--- config.mk ---
export PLATFORM = sky130hd
export DESIGN_NAME = i2c_tx_buffer
export DESIGN_NICKNAME = d
export VERILOG_FILES = /design/src/rtl/txq_pkg.sv /design/src/rtl/txq_fifo.sv /design/src/rtl/txq_shifter.sv /design/src/rtl/txq_ctrl.sv /design/src/rtl/i2c_tx_buffer.sv
export SDC_FILE = /design/constraint.sdc
export NUM_CORES = 1
export LEC_CHECK = 0
export BUFFER_PORTS_ARGS = -buffer_cell sky130_fd_sc_hd__buf_2
export CORE_MARGIN = 3
export CORE_UTILIZATION = 45
export CTS_CLUSTER_SIZE = 16
export DETAILED_ROUTE_END_ITERATION = 10
export PLACE_DENSITY = 0.66
export SYNTH_ARGS = -nofsm -noshare
export SYNTH_HDL_FRONTEND = slang
export SYNTH_SLANG_ARGS = --single-unit
export TNS_END_PERCENT = 20
--- constraint.sdc ---
create_clock -name clk -period 1.1 [get_ports clk]
set_input_delay 0.22 -clock clk [delete_from_list [all_inputs] [get_ports clk]]
set_output_delay 0.22 -clock clk [all_outputs]
set_load 0.005 [all_outputs]
--- src/rtl/txq_pkg.sv ---
`timescale 1ns/1ps
package txq_pkg;
  // Number of bytes a write pushes into the queue
  typedef enum logic [1:0] {
    PUSH_NONE = 2'd0,
    PUSH_ONE  = 2'd1,
    PUSH_TWO  = 2'd2
  } push_e;
endpackage

--- src/rtl/txq_fifo.sv ---
`timescale 1ns/1ps
module txq_fifo
  import txq_pkg::*;
#(
  parameter int W     = 8,
  parameter int DEPTH = 2,
  localparam int CW   = $clog2(DEPTH + 1)
) (
  input  logic          clk,
  input  logic          rst_n,
  input  logic          flush,
  input  logic          pop,
  input  push_e         push,
  input  logic [W-1:0]  lo,
  input  logic [W-1:0]  hi,
  output logic [CW-1:0] cnt,
  output logic [W-1:0]  head
);
  localparam int FW = CW + 1;

  logic [DEPTH-1:0][W-1:0] mem_q;
  logic [DEPTH-1:0][W-1:0] mem_d;
  logic [CW-1:0]           cnt_q;
  logic [CW-1:0]           cnt_d;
  logic [FW-1:0]           base;
  logic                    mem_en;
  logic                    cnt_en;

  // Slot index where the first pushed byte lands, after flush and pop
  always_comb begin
    base   = flush ? '0 : (FW'(cnt_q) - FW'(pop));
    cnt_d  = CW'(base + FW'(push));
    cnt_en = flush | pop | (push != PUSH_NONE);
    mem_en = pop | (push != PUSH_NONE);
  end

  always_comb begin
    for (int i = 0; i < DEPTH; i++) begin
      mem_d[i] = mem_q[i];
      if (pop && !flush && (i < DEPTH - 1)) begin
        mem_d[i] = mem_q[(i + 1) % DEPTH];
      end
      if ((push != PUSH_NONE) && (base == FW'(i))) begin
        mem_d[i] = lo;
      end
      if ((push == PUSH_TWO) && ((base + FW'(1)) == FW'(i))) begin
        mem_d[i] = hi;
      end
    end
  end

  always_ff @(posedge clk or negedge rst_n) begin
    if (!rst_n) begin
      cnt_q <= '0;
    end else if (cnt_en) begin
      cnt_q <= cnt_d;
    end
  end

  // Data storage carries no reset
  always_ff @(posedge clk) begin
    if (mem_en) begin
      mem_q <= mem_d;
    end
  end

  assign cnt  = cnt_q;
  assign head = mem_q[0];
endmodule

--- src/rtl/txq_shifter.sv ---
`timescale 1ns/1ps
module txq_shifter #(
  parameter int W = 8
) (
  input  logic         clk,
  input  logic         rst_n,
  input  logic         load,
  input  logic [W-1:0] ld_data,
  input  logic         start,
  input  logic         done,
  input  logic         drop,
  output logic         vld,
  output logic         busy,
  output logic [W-1:0] data,
  output logic         start_ok,
  output logic         done_ok
);
  logic         vld_q, vld_d;
  logic         busy_q, busy_d;
  logic [W-1:0] data_q;
  logic         st_en;

  always_comb begin
    start_ok = start & vld_q & ~busy_q;
    done_ok  = done & busy_q;
    vld_d    = vld_q;
    busy_d   = busy_q;
    if (start_ok) begin
      busy_d = 1'b1;
    end
    if (done_ok) begin
      vld_d  = 1'b0;
      busy_d = 1'b0;
    end
    if (drop) begin
      vld_d = 1'b0;
    end
    if (load) begin
      vld_d  = 1'b1;
      busy_d = 1'b0;
    end
    st_en = start_ok | done_ok | drop | load;
  end

  always_ff @(posedge clk or negedge rst_n) begin
    if (!rst_n) begin
      vld_q  <= 1'b0;
      busy_q <= 1'b0;
    end else if (st_en) begin
      vld_q  <= vld_d;
      busy_q <= busy_d;
    end
  end

  always_ff @(posedge clk) begin
    if (load) begin
      data_q <= ld_data;
    end
  end

  assign vld  = vld_q;
  assign busy = busy_q;
  assign data = data_q;
endmodule

--- src/rtl/txq_ctrl.sv ---
`timescale 1ns/1ps
module txq_ctrl
  import txq_pkg::*;
#(
  parameter int DEPTH = 2,
  localparam int CW   = $clog2(DEPTH + 1)
) (
  input  logic          clk,
  input  logic          rst_n,
  input  logic          wr_single,
  input  logic          wr_double,
  input  logic          clear,
  input  logic          lvl_half,
  input  logic          clr_txc,
  input  logic          clr_ovf,
  input  logic [CW-1:0] cnt,
  input  logic          sh_vld,
  input  logic          sh_busy,
  input  logic          start_ok,
  input  logic          done_ok,
  output logic          reload,
  output logic          drop,
  output logic          flush,
  output push_e         push,
  output logic          lvl_ok,
  output logic          txc_sts,
  output logic          txc_irq,
  output logic          ovf_irq
);
  localparam int FW = CW + 1;

  logic [FW-1:0] free;
  logic [FW-1:0] need;
  logic [FW-1:0] cnt_after;
  logic          sh_room;
  logic          accept;
  logic          reject;
  logic          txc_evt;

  logic txc_sts_q, txc_sts_d, txc_sts_en;
  logic txc_irq_q, txc_irq_d, txc_irq_en;
  logic ovf_q, ovf_d, ovf_en;

  // Queue and holding-register sequencing
  always_comb begin
    sh_room   = ~sh_vld | done_ok;
    reload    = ~clear & sh_room & (cnt != '0);
    drop      = clear & sh_vld & ~sh_busy & ~start_ok;
    flush     = clear;
    free      = clear ? FW'(DEPTH) : (FW'(DEPTH) - FW'(cnt) + FW'(reload));
    need      = wr_double ? FW'(2) : (wr_single ? FW'(1) : '0);
    accept    = (need != '0) && (need <= free);
    reject    = (need != '0) && (need > free);
    push      = !accept ? PUSH_NONE : (wr_double ? PUSH_TWO : PUSH_ONE);
    cnt_after = (clear ? '0 : (FW'(cnt) - FW'(reload))) + (accept ? need : '0);
    txc_evt   = done_ok & ~reload & (cnt_after == '0);
    lvl_ok    = lvl_half ? (cnt <= CW'(1)) : (cnt == '0);
  end

  // Flag next-state
  always_comb begin
    txc_sts_d  = txc_evt;
    txc_sts_en = txc_evt | accept;
    txc_irq_d  = txc_evt;
    txc_irq_en = txc_evt | clr_txc;
    ovf_d      = reject;
    ovf_en     = reject | clr_ovf;
  end

  always_ff @(posedge clk or negedge rst_n) begin
    if (!rst_n) begin
      txc_sts_q <= 1'b0;
      txc_irq_q <= 1'b0;
      ovf_q     <= 1'b0;
    end else begin
      if (txc_sts_en) begin
        txc_sts_q <= txc_sts_d;
      end
      if (txc_irq_en) begin
        txc_irq_q <= txc_irq_d;
      end
      if (ovf_en) begin
        ovf_q <= ovf_d;
      end
    end
  end

  assign txc_sts = txc_sts_q;
  assign txc_irq = txc_irq_q;
  assign ovf_irq = ovf_q;
endmodule

--- src/rtl/i2c_tx_buffer.sv ---
`timescale 1ns/1ps
module i2c_tx_buffer
  import txq_pkg::*;
#(
  parameter int W     = 8,
  parameter int DEPTH = 2
) (
  input  logic         clk,
  input  logic         rst_n,
  input  logic         wr_single_i,
  input  logic         wr_double_i,
  input  logic [2*W-1:0] wr_data_i,
  input  logic         clear_i,
  input  logic         lvl_half_i,
  input  logic         clr_txc_i,
  input  logic         clr_ovf_i,
  input  logic         eng_start_i,
  input  logic         eng_done_i,
  output logic         eng_valid_o,
  output logic [W-1:0] eng_byte_o,
  output logic         lvl_ok_o,
  output logic         txc_sts_o,
  output logic         txc_irq_o,
  output logic         ovf_irq_o
);
  localparam int CW = $clog2(DEPTH + 1);

  logic [1:0]    rs_q;
  logic          rst_sync_n;
  logic [CW-1:0] fifo_cnt;
  logic [W-1:0]  fifo_head;
  logic          reload;
  logic          drop;
  logic          flush;
  push_e         push;
  logic          sh_vld;
  logic          sh_busy;
  logic          start_ok;
  logic          done_ok;

  // Asynchronous assert, synchronous release
  always_ff @(posedge clk or negedge rst_n) begin
    if (!rst_n) begin
      rs_q <= 2'b00;
    end else begin
      rs_q <= {rs_q[0], 1'b1};
    end
  end
  assign rst_sync_n = rs_q[1];

  txq_fifo #(.W(W), .DEPTH(DEPTH)) u_fifo (
    .clk   (clk),
    .rst_n (rst_sync_n),
    .flush (flush),
    .pop   (reload),
    .push  (push),
    .lo    (wr_data_i[W-1:0]),
    .hi    (wr_data_i[2*W-1:W]),
    .cnt   (fifo_cnt),
    .head  (fifo_head)
  );

  txq_shifter #(.W(W)) u_shift (
    .clk      (clk),
    .rst_n    (rst_sync_n),
    .load     (reload),
    .ld_data  (fifo_head),
    .start    (eng_start_i),
    .done     (eng_done_i),
    .drop     (drop),
    .vld      (sh_vld),
    .busy     (sh_busy),
    .data     (eng_byte_o),
    .start_ok (start_ok),
    .done_ok  (done_ok)
  );

  txq_ctrl #(.DEPTH(DEPTH)) u_ctrl (
    .clk       (clk),
    .rst_n     (rst_sync_n),
    .wr_single (wr_single_i),
    .wr_double (wr_double_i),
    .clear     (clear_i),
    .lvl_half  (lvl_half_i),
    .clr_txc   (clr_txc_i),
    .clr_ovf   (clr_ovf_i),
    .cnt       (fifo_cnt),
    .sh_vld    (sh_vld),
    .sh_busy   (sh_busy),
    .start_ok  (start_ok),
    .done_ok   (done_ok),
    .reload    (reload),
    .drop      (drop),
    .flush     (flush),
    .push      (push),
    .lvl_ok    (lvl_ok_o),
    .txc_sts   (txc_sts_o),
    .txc_irq   (txc_irq_o),
    .ovf_irq   (ovf_irq_o)
  );

  assign eng_valid_o = sh_vld;
endmodule

==> flow_summary.toml <==
[run_status]
status = "finished with violations"
violations = "setup timing"

[synthesis]
synth-async-reset-ratio_pct = 27.3
synthXorXnorAreaFrac_pct = 0.982
synth_top_family_by_area = "compound AO/OA/AOI/OAI gates"
yosys.cell_types.count = 38
ys_seq_elements = 33
ys_seq_area_share_pct = 53.0
synth_nets = 184
synth_warnings = 0
muxShareOfSynthArea_pct = 6.24
synth_edf_count = 24
syn_avg_cell_area_um2 = 12.1
post_synth_and_or_nand_nor_area_fraction_pct = 13.3
synth_compound_area_share_pct = 14.0
synthesis.area_um2 = 1780
synth_cells = 148
synthFlopType = "edfxtp_1"
synth_fa_ha_area_share_pct = 7.43

[job]
maxCapViolCount = 0

[floorplanning]
rows = 22
die_h_um = 69.0
start_util_pct = 47.7
ios = 39
die_w_um = 69.0
die-area_um2 = 4760
core_um2 = 3740

[timing]
period_minus_slack_ns = 3.20
setup_viol = 47
fin_tns_setup_ns = -70.07
max_freq_ghz = 0.312
rsz0062_at_grt = "true"
maxSlewViolCount = 0
hold_violations = 0
fin_crit_sh_pct = 291
fin_skew_ns = 0.00988
fin_ws_ns = -2.10

[place]
io_buffers = 38
gp_congestion = 0.820
place_hpwl_um = 2980

[final_layout]
layout_commonest_cell = "buf_2"
nets = 266
nFillCells = 257
area_growth_pct = 50.6
most-common-layout-cells = "38 x buf_2, 35 x buf_4, 24 x edfxtp_1"
drive_gt1_share_pct = 60.2
n_antenna_cell = 0

[critical_path]
path_class = "flop to flop"
worst-endpoint-arrival_ns = 3.42
critPathRequiredTime_ns = 1.31
crit_slowest_cell = "fa_2"
worstReg2RegStart = "u_fifo.cnt[0]"
max_stage_delay_ns = 0.51
crit_path_start_kind = "flop"
regToRegSetupSlack_ns = -2.10
reg2reg_to = "u_ctrl.txc_irq"
reg2reg_depth = 16
critPathCaptureType = "flop"
crit_path_max_fanout = 2
worstPathCellList = "inv_2 > a221oi_4 > inv_1 > ha_2 > ha_4 > nor2b_4 > ha_4 > nor2b_4 > o221a_4 > nor2_2 > ha_2 > inv_2 > fa_2 > nand2b_1 > nor4_2 > a21o_1"

[clocking]
root_buffer = "clkbuf_8"
htree_num_levels = 2
cts_made_buffers = 5
clkTransAtPathRegs_ns = 0.07
numClockSinks = 33
cts_tree = "done"
clk_latency_ns = 0.28
clock_path_buffers = 2

[grt]
antenna_found_initial = 0
grt_pass1_vias = 1481
grt_pass1_wl_um = 6870
grt_max_degree = 20
grtUsageTotal_pct = 19.4
overflow = 0

[pwr]
p_int_mw = 4.79
combPwrFrac_pct = 59.0
p_clk_share_pct = 11.4
leakage_nw = 1.12
p_switching_mw = 2.83
finalPower_mw = 7.62
pwr-share-seq_pct = 29.6
power.density_nw_per_um2 = 2840
netSwitchingFraction_pct = 37.2
ir_drop_uv = 1360

[drt]
routed_wl_um = 4660
drcViolationCount = 0
wire_per_inst_um = 16.7
routed_via_density = 5.55
drtPass1Iterations = 5
drtIter0Drc = 70
vias = 1549
drtAntennaViolNets = 0

[min_path]
min_path_type = "flop to async pin"
-- worst max-delay path by stage --
stage	end	slack (ns)	startpoint
final	u_ctrl.txc_irq	-2.10	u_fifo.cnt[0]
after global routing	u_ctrl.txc_irq	-2.27	u_shift.busy
after CTS	u_ctrl.txc_irq	-2.07	u_fifo.cnt[0]
after detailed placement	u_ctrl.txc_irq	-2.15	u_shift.busy
after global placement	u_ctrl.txc_sts	-2.06	u_shift.busy
after floorplan	u_ctrl.txc_irq	-2.60	u_fifo.cnt[0]
-- what timing repair did --
action	4_1_cts	5_1_grt
endpoints found under the setup margin	47	49
pin swaps	4	4
setup buffers	4	6
hold buffers	1	0
gates resized for setup	15	25
cloned	1	0
endpoints found under the hold margin	2	0
-- cell type report --
type / instances / area (µm²) / share of cell area, %
Clock buffer: 7 / 76.3 / 2.84
Clock inverter: 1 / 5.00 / 0.186
Inverter: 11 / 41.3 / 1.54
Multi-Input combinational cell: 97 / 1010 / 37.5
Sequential cell: 33 / 947 / 35.3
Tap cell: 48 / 60.1 / 2.24
Timing Repair Buffer: 82 / 549 / 20.4
-- layer usage --
layer	wire (µm)	GRT usage (%)
met5	0	0
met4	36	5.84
met3	350	4.54
met2	2410	30.7
met1	1870	26.5
-- Yosys cell counts, types with 3 or more instances --
master    count  area share, %
a31oi_1       8            2.8
nand2_1       5            1.1
ha_1          9            6.3
nand4_1       8            2.8
buf_2         5            1.4
nor4_1        9            3.2
edfxtp_1     24             40
o21ai_0       3           0.84
mux2_2        9            5.7
nor2_1        5            1.1
inv_1        11            2.3
nor2b_1       6            2.1
o31ai_1       9            3.8
dfrtp_1       9             13
-- metrics by stage --
step           instance area [µm²]  hold WS, ns  setup WS (ns)  utilization [%]  cells
2_1_floorplan                 1850      -0.0756          -2.60                -    148
3_3_place_gp                  2290      0.00345          -2.06             61.1    259
3_5_place_dp                  2290      0.00822          -2.15             61.1    259
4_1_cts                       2510        0.118          -2.07             67.0    273
5_1_grt                       2690        0.131          -2.27             71.8    279
6_report                      2690        0.117          -2.10             71.8    279
-- state kept, by name, indices dropped and copies added, names as in the netlist --
register,flops
u_fifo.head,8
u_fifo.mem_q,8
u_shift.data,8
rs_q,2
u_fifo.cnt,2
u_ctrl.ovf_irq,1
u_ctrl.txc_irq,1
u_ctrl.txc_sts,1
u_shift.busy,1
u_shift.vld,1
-- logic make-up (layout without fill, tap and decap cells) --
family,count (synthesis),in the layout
xor+xnor,2,2
simple gates,41,42
flops,33,33
buf+inv,19,101
compound gates,32,32
mux,10,10
fa+ha+maj,10,10
other cells,1,1
-- power groups by stage --
stage               combinational, mW  sequential [mW]  clock [mW]
floorplan                        2.05             2.27           0
detailed placement               3.23             2.27           0
CTS                              3.69             2.24       0.888
finish                           4.50             2.26       0.867
global route                     4.82             2.32       0.941
global placement                 3.14             2.24           0
-- worst max-delay path: cells and delay by family (launching register included) --
family	cells	cell delay, ns
flip-flops	1	0.37
adder cells (fa/ha/maj)	5	1.36
AO/OA/AOI/OAI	3	0.64
buffers and inverters	3	0.19
AND/OR/NAND/NOR	5	0.60
No activity file was read; power rests on OpenSTA's default activity.
